[src/rtl/sd_xfer_irq_status.sv]
module sd_xfer_irq_status (
  input  logic       clk,
  input  logic       rst_n,
  input  logic       dir_read,
  input  logic       stop_gap_req,
  input  logic       dat_busy,
  input  logic       rd_active,
  input  logic       wr_active,
  input  logic       dma_boundary,
  input  logic       xfer_start,
  input  logic       wr_en,
  input  logic [2:0] wr_data,
  input  logic [2:0] sig_en,
  output logic [2:0] status,
  output logic       irq
);
  localparam int BIT_DONE = 0;
  localparam int BIT_GAP  = 1;
  localparam int BIT_DMA  = 2;

  logic dat_q, rd_q, wr_q, done_q;
  logic dat_fall, rd_fall, wr_fall;
  logic done_set, gap_set, dma_set;
  logic [2:0] clr_mask, set_mask;

  always_ff @(posedge clk or negedge rst_n)
    if (!rst_n) {dat_q, rd_q, wr_q} <= '0;
    else        {dat_q, rd_q, wr_q} <= {dat_busy, rd_active, wr_active};

  assign dat_fall = dat_q & ~dat_busy;
  assign rd_fall  = rd_q  & ~rd_active;
  assign wr_fall  = wr_q  & ~wr_active;

  assign done_set = dir_read ? rd_fall : dat_fall;
  assign gap_set  = stop_gap_req & (dir_read ? dat_fall : wr_fall);
  assign dma_set  = dma_boundary & (xfer_start | ~done_q) & ~done_set;

  assign set_mask = {dma_set, gap_set, done_set};
  assign clr_mask = wr_en ? wr_data : 3'b000;

  always_ff @(posedge clk or negedge rst_n)
    if (!rst_n)        done_q <= 1'b0;
    else if (done_set) done_q <= 1'b1;
    else if (xfer_start) done_q <= 1'b0;

  always_ff @(posedge clk or negedge rst_n)
    if (!rst_n) status <= '0;
    else        status <= set_mask | (status & ~clr_mask);

  assign irq = |(status & sig_en);

  a_r2_clear_done: assert property (@(posedge clk) disable iff (!rst_n)
    (status[BIT_DONE] && wr_en && wr_data[BIT_DONE] && !done_set) |=> !status[BIT_DONE]);

  a_r2_zero_keeps: assert property (@(posedge clk) disable iff (!rst_n)
    (status[BIT_GAP] && !(wr_en && wr_data[BIT_GAP])) |=> status[BIT_GAP]);

  a_r3_set_wins: assert property (@(posedge clk) disable iff (!rst_n)
    (gap_set && wr_en && wr_data[BIT_GAP]) |=> status[BIT_GAP]);

  a_r8_gap_needs_req: assert property (@(posedge clk) disable iff (!rst_n)
    !stop_gap_req |=> !$rose(status[BIT_GAP]));

  a_r10_dma_suppressed: assert property (@(posedge clk) disable iff (!rst_n)
    (done_q && !xfer_start) |=> !$rose(status[BIT_DMA]));

  a_r11_quiet_when_masked: assert property (@(posedge clk) disable iff (!rst_n)
    (sig_en == 3'b000) |-> !irq);
endmodule

[config.mk]
export PLATFORM = sky130hd
export DESIGN_NAME = sd_xfer_irq_status
export DESIGN_NICKNAME = d
export VERILOG_FILES = /design/src/rtl/sd_xfer_irq_status.sv
export SDC_FILE = /design/constraint.sdc
export NUM_CORES = 1
export LEC_CHECK = 0
export BUFFER_PORTS_ARGS = -buffer_cell sky130_fd_sc_hd__buf_2
export CORE_AREA = 5 5 42 44
export CTS_CLUSTER_DIAMETER = 60
export DETAILED_ROUTE_END_ITERATION = 12
export DIE_AREA = 0 0 47 49
export SETUP_SLACK_MARGIN = 0.15
export SLEW_MARGIN = 0
export SYNTH_ARGS = -nofsm -noshare
export SYNTH_HDL_FRONTEND = slang
export SYNTH_SLANG_ARGS = --single-unit
export TNS_END_PERCENT = 20
[constraint.sdc]
create_clock -name clk -period 1.6 [get_ports clk]
set_clock_uncertainty 0.2 [all_clocks]
set_input_delay 0.4 -clock clk [delete_from_list [all_inputs] [get_ports clk]]
set_output_delay 0.4 -clock clk [all_outputs]
set_load 0.02 [all_outputs]
After elaboration in Yosys (flattened, before gate mapping) --
Index checks and enable logic that the tools add are counted.
Storage, ports and cells: flip-flop bits (word level) 7, bits of input ports 16, output and inout port bits 4, logic and storage cells 28
Operators by class: muxes and demuxes 5, bitwise gates (word level) 16, reduce and logical (&&, ||, !) cells 2
Operator list (number):
- $and 1x1->1 | 6
- $and 3x3->3 | 2
- $not 1->1 | 5
- $mux 1 | 4
- $mux 3 | 1
- $not 3->3 | 1
- $or 3x3->3 | 1
- $reduce_or 3->1 | 1
- $reduce_bool 2->1 | 1
- $or 1x1->1 | 1

Depth between registers and ports, before layout --
Gate-level depths: netlist of the first run.
word-level depth 6, mapped depth 3, mapped depth without buffers 3

Worst setup path before layout of the first run --
Ideal clock, no wire load.
kind register to output, start reg status[0], end out irq, arrival 920 ps, required time 1000 ps, setup slack 80 ps, stages on the path, launching flop included 3, buffers on the path 0, cells stage by stage dfrtp_1 > a222oi_1 > inv_1
Between the ends: cells in the longest elaborated chain, start to end 2
Ends and longest elaborated chain:
- from (decl) | RTL line 14 | output logic [2:0] status,
- from (signal assigned) | RTL line 48 | else status <= set_mask | (status & ~clr_mask);
- $and 3x3->3 | RTL line 50 | assign irq = |(status & sig_en);
- $reduce_or 3->1 | RTL line 50
- to (decl) | RTL line 15 | output logic irq
No other way between the ends.

Worst setup path in the final report of the first run --
start reg status[2], end out irq
The elaborated chain is that of the path after synthesis.

==> results of run 1 <==
-- flip-flops by register name, indices dropped and copies added (netlist names) --
signal,flops
dat_q,1
rd_q,1
status,3
done_q,1
wr_q,1
-- synth_stat cells --
cell type  instances
inv_1              2
o32a_1             1
nand2b_1           2
a22o_1             1
a32o_1             1
nand2_1            7
o21ai_0            1
dfrtp_1            7
nand3b_1           1
a222oi_1           1
-- logic make-up after synthesis --
group | synth area share [%]
flip-flops | 64.2
buffers and inverters | 2.75
AO/OA/AOI/OAI | 16.1
AND/OR/NAND/NOR | 17.0
-- final cells by class --
cell class | instances | area, um2
Clock buffer | 4 | 26.3
Fill cell | 169 | 966
Inverter | 2 | 7.51
Multi-Input combinational cell | 15 | 90.1
Sequential cell | 7 | 178
Tap cell | 16 | 20.0
Timing Repair Buffer | 20 | 114
-- critical path: stages (launching register included) --
cell and delay (ns):
dfrtp_2 0.41, a222oi_1 0.30, inv_1 0.06, buf_2 0.16
-- per-stage QoR --
step / setup TNS, ns / worst slack (ns) / instance area, um2 / hold slack [ns]
detailed placement: -0.0391 / -0.0391 / 390 / 0.0451
finish: -0.182 / -0.182 / 435 / 0.0683
floorplan: 0 / 0.100 / 275 / -0.0956
global placement: -0.0176 / -0.0176 / 390 / 0.0409
global route: -0.280 / -0.280 / 435 / 0.0485
CTS: -0.203 / -0.203 / 427 / 0.0561
-- per-layer routing --
layer  up-vias  wire [um]  track usage [%]
met3         0        106             6.64
met5         -          0                0
met1       115        297             7.66
met4         0          0             1.38
met2        16        304             8.82
li1        132          -                -
-- power by group --
part	total [W]	internal (W)	switching [W]
Combinational	0.0000907	0.0000457	0.0000451
Sequential	0.000207	0.000196	0.0000113
Clock	0.000159	0.0000951	0.0000640
Total	0.000457	0.000337	0.000120
-- path summary, 6_finish.rpt --
kind / startpoint / to / slack [ns] / cells after the start
hold reg to reg: done_q / done_q / 0.28 / 2
hold / removal: wr_active / wr_q / 0.07 / 1
min in group asynchronous: rst_n / status[1] / 0.32 / 2
setup / recovery: status[2] / irq / -0.18 / 3
max in group asynchronous: rst_n / status[0] / 0.71 / 2
setup reg to reg: dat_q / status[2] / 0.31 / 3
-- repair_timing --
action | CTS | global route
hold buffers | 1 | 0
hold endpoints to repair | 7 | 0
gates resized for setup | 0 | 3
setup endpoints to repair | 1 | 4
==> run_results.csv, run 1 <==
group,metric,value,unit
run_status,status,"complete, but fails checks",
run_status,violations,"negative setup slack",
clock_tree,clock_sink_count,7,
floorplan,die-height,49,um
logic_synthesis,synth_largest_area_cell,"dfrtp_1",
detailed_routing,drtAntennaViolNets,0,
sta,worst_pin_slew,0.263,ns
sta,final-setup-viol-count,1,
detailed_routing,wl_per_cell,11.1,um
critical_path,timing.critical_path.to_type,"output port",
final_layout,final_layout_size_suffix_gt1_share,50.0,%
floorplan,io-pin-count,20,
logic_synthesis,total_of_flip_flops_plus_latches_after_synthesis,7,
critical_path,cp.required,1.00,ns
final_layout,syn2layout_area_growth,59.6,%
pwr,p_total,0.000457,W
clock_tree,cts-htree-levels,1,
clock_tree,cts_setup_buffers,0,
sta,max-slew-margin-rel,82.5,%
logic_synthesis,synthesis.nets,40,
final_layout,layout.cells.most_common,"buf_2",
clock_tree,cts.clk_slew.worst_paths,0.06,ns
clock_tree,clockBufferDepth,2,
sta,layout_min_cycle_time,1.78,ns
floorplan,total_die_area,2300,um2
floorplan,placeableCoreArea,1400,um2
detailed_routing,firstDrtPassIters,4,
flow_run,timing.max_cap.violations,0,
final_layout,design.final.nets,65,
place,post-dp-hpwl,598,um
detailed_routing,detail_route.iter0.violations,5,
logic_synthesis,synth_cells,24,
global_route,grt.overflow.total,0,
floorplan,initial_standard_cell_utilization_of_the_core,19.5,%
place,gp_congestion,0.627,
pwr,peakVddDrop,450,uV
sta,timing.final.hold_violations,0,
clock_tree,cts_made_buffers,3,
global_route,grt_max_degree,8,
pwr,pwr_density_cell,1050,nW/um2
detailed_routing,vias,263,
sta,final.setup.worst_slack,-0.182,ns
final_layout,antenna_cells_inserted,0,
sta,finalCritPeriodShare,111,%
sta,finalMaxSlewViolations,0,
pwr,power.static_leakage,0.225,nW
floorplan,die_width,47,um
global_route,global_route_wire_length_before_repair,1060,um
critical_path,worstSetupStartpointType,"flop",
critical_path,worstPathArrival,1.18,ns
logic_synthesis,synth_largest_type_area_fraction,64.2,%
detailed_routing,avgViaCountPerCell,4.11,
place,dpl.cell_count,59,
logic_synthesis,synthesis.area_per_instance,11.4,um2
critical_path,critical_path_peak_fanout,3,
hold_path,timing.hold.worst.class,"in -> reg",
detailed_routing,detail_route.drc_violations,0,
sta,rsz0062_at_grt,"true",
clock_tree,cts_root_buffer,"clkbuf_4",
place,port_buffers,19,
detailed_routing,finalWirelength,708,um
final_layout,final_core_util,31.1,%
final_layout,final_cells,64,
clock_tree,clk_latency,0.24,ns
final_layout,commonest_non_fill_non_tap_cells_in_the_layout,"buf_2, nand2_1, dfrtp_1, clkbuf_4",
global_route,groute.usage.overall,6.67,%
logic_synthesis,yosysUniqueCellTypes,10,
floorplan,rows,14,
clock_tree,tritoncts,"done",
logic_synthesis,ys_warn_count,0,
logic_synthesis,synth.top_cells.by_area,"dfrtp_1, nand2_1, nand2b_1",
logic_synthesis,synth-seq-area-share,64.2,%
critical_path,critical_path_class,"reg -> out",
sta,maxClockFrequency,561,MHz
logic_synthesis,syn-cell-area,273,um2
global_route,grt_pass1_vias,262,
global_route,grt_antenna_before_repair,0,
No activity file was read; power rests on OpenSTA's default activity.
==> run 2, diff against run 1 <==
CELL_PAD_IN_SITES_DETAIL_PLACEMENT = 1   (was not set)
CELL_PAD_IN_SITES_GLOBAL_PLACEMENT = 1   (was not set)
PLACE_DENSITY_LB_ADDON = 0.1   (was not set)
==> run 2 against run 1 <==
  * The run still ends with negative setup slack left
  * Die area unchanged
  * Power increased by 3.6%
  * Routed wire length increased by 21%
  * Critical path type unchanged
  * Final cell count increased by 1.6%
  * Sequential cell count unchanged
  * Sequential share of layout area decreased by 1.6 points
  * Combinational power increased by 19%
  * Critical path depth unchanged
==> run_results.csv, run 2 (synthesis gave the netlist of run 1 again) <==
group,metric,value,unit
pwr,power.static_leakage,0.234,nW
clock_tree,cts.clk_slew.worst_paths,0.05,ns
clock_tree,cts_made_buffers,3,
sta,maxClockFrequency,559,MHz
final_layout,final-seq-area,178,um2
sta,worst_pin_slew,0.276,ns
floorplan,die_width,47,um
critical_path,crit_slowest_cell,"dfrtp_2",
pwr,internal-power,0.000348,W
sta,layout_min_cycle_time,1.79,ns
clock_tree,clockBufferDepth,2,
detailed_routing,finalWirelength,858,um
critical_path,worstPathArrival,1.19,ns
detailed_routing,firstDrtPassIters,4,
final_layout,finalInstanceArea,453,um2
clock_tree,clock_sink_count,7,
critical_path,critical_path_class,"reg -> out",
flow_run,timing.max_cap.violations,0,
pwr,combPwrFrac,22.8,%
final_layout,antenna_cells_inserted,0,
critical_path,reg2reg_setup_slack,0.25,ns
detailed_routing,detail_route.drc_violations,0,
sta,final-setup-viol-count,1,
critical_path,cp_peak_stage_delay,0.40,ns
global_route,groute.usage.overall,8.58,%
clock_tree,cts_root_buffer,"clkbuf_4",
floorplan,rows,14,
final_layout,syn2layout_area_growth,66.1,%
sta,rsz0062_at_grt,"true",
floorplan,die-height,49,um
critical_path,critical_path_peak_fanout,2,
final_layout,largest_register_ff_count,3,
final_layout,final.fill_count,175,
sta,max-slew-margin-rel,81.6,%
detailed_routing,wl_per_cell,13.2,um
global_route,grt.overflow.total,0,
critical_path,worst-path-buf-inv,2,
place,gp_congestion,0.670,
sta,final.setup.worst_slack,-0.188,ns
clock_tree,cts-htree-levels,1,
final_layout,final_layout_size_suffix_gt1_share,51.0,%
critical_path,cp.required,1.00,ns
floorplan,initial_standard_cell_utilization_of_the_core,19.5,%
final_layout,layout.cells.most_common,"buf_2",
detailed_routing,detail_route.iter0.violations,4,
place,post-place-ws,-0.0559,ns
sta,finalMaxSlewViolations,0,
critical_path,worstSetupStartpointType,"flop",
detailed_routing,routed-wl-met3,70,um
final_layout,commonest_non_fill_non_tap_cells_in_the_layout,"buf_2, nand2_1, dfrtp_1, clkbuf_4, buf_6",
detailed_routing,wl_met1,321,um
sta,timing.final.hold_violations,0,
place,placed_area,390,um2
pwr,peakVddDrop,295,uV
final_layout,final_core_util,32.3,%
detailed_routing,drtAntennaViolNets,0,
pwr,total_switching_power,0.000126,W
clock_tree,tritoncts,"done",
clock_tree,clk_latency,0.25,ns
critical_path,timing.critical_path.to_type,"output port",
global_route,grt_pass1_vias,335,
detailed_routing,avgViaCountPerCell,4.38,
detailed_routing,vias,285,
sta,finalCritPeriodShare,112,%
pwr,clkPwrFrac,33.4,%
run_status,violations,"negative setup slack",
global_route,grt_antenna_before_repair,0,
place,post-dp-hpwl,691,um
floorplan,total_die_area,2300,um2
pwr,pwr_density_cell,1050,nW/um2
pwr,power.switching_fraction,26.5,%
hold_path,timing.hold.worst.class,"in -> reg",
critical_path,cells_along_the_critical_path,"a222oi_1 -> inv_1 -> buf_6",
final_layout,largest_register,"status",
run_status,status,"complete, but fails checks",
global_route,grt_max_degree,8,
floorplan,io-pin-count,20,
critical_path,worst_path_dominant_cell_family,"flip-flops",
pwr,p_seq_share,43.7,%
detailed_routing,topRoutingLayerUsed,"met3",
floorplan,placeableCoreArea,1400,um2
final_layout,design.final.nets,66,
place,port_buffers,19,
detailed_routing,met2RoutedLength,466,um
global_route,global_route_wire_length_before_repair,1370,um
final_layout,multi_input_area,90.1,um2
-- run 2: cell type report --
class	instances	area share, %
timing repair buffer	21	29.0
sequential	7	39.2
tap	16	4.42
multi-input combinational	15	19.9
inverter	2	1.66
clock buffer	4	5.80
-- run 2: metal layers --
metal  vias to the layer above  track usage (%)
li1                        135                -
met1                       139             9.87
met2                        11             12.2
met3                         0             4.06
met4                         0             5.53
met5                         -                0
-- run 2: timing repair --
| item | in CTS | in global routing |
|---|---|---|
| gates resized for setup | 4 | 2 |
| endpoints found under the setup margin | 1 | 3 |
| pin swaps | 1 | 0 |
| cloned | 0 | 0 |
| setup buffers | 1 | 0 |
| hold buffers | 1 | 0 |
| endpoints found under the hold margin | 7 | 0 |
-- run 2: worst paths after layout --
check                               start        end  depth (start not counted)
worst max-delay path            status[0]        irq                          3
worst min-delay path            wr_active       wr_q                          1
worst max register to register      dat_q  status[2]                          3
worst min register to register     done_q     done_q                          2
max in group asynchronous           rst_n  status[0]                          2
min in group asynchronous           rst_n       rd_q                          2
-- run 2: power by group through the flow --
stage               clock, W  combinational (W)  sequential, W
floorplan                  0          0.0000288       0.000221
global route        0.000177           0.000119       0.000208
CTS                 0.000170           0.000106       0.000206
global placement           0          0.0000834       0.000210
finish              0.000158           0.000108       0.000207
detailed placement         0          0.0000868       0.000210
-- run 2: worst register-to-register path, cell delays in order (launching register included) --
cell,delay (ns)
dfrtp_1,0.34
inv_1,0.04
o32a_1,0.38
a32o_1,0.27
-- run 2: per-stage QoR --
| step | power (W) | hold slack, ns | std cells | setup TNS (ns) |
|---|---|---|---|---|
| after CTS | 0.000482 | 0.0559 | 65 | -0.210 |
| final | 0.000474 | 0.0712 | 65 | -0.188 |
| after floorplan | 0.000250 | -0.0956 | 24 | 0 |
| after global placement | 0.000293 | 0.0397 | 59 | -0.0136 |
| after global routing | 0.000504 | 0.0600 | 65 | -0.247 |
| after detailed placement | 0.000297 | 0.0455 | 59 | -0.0559 |
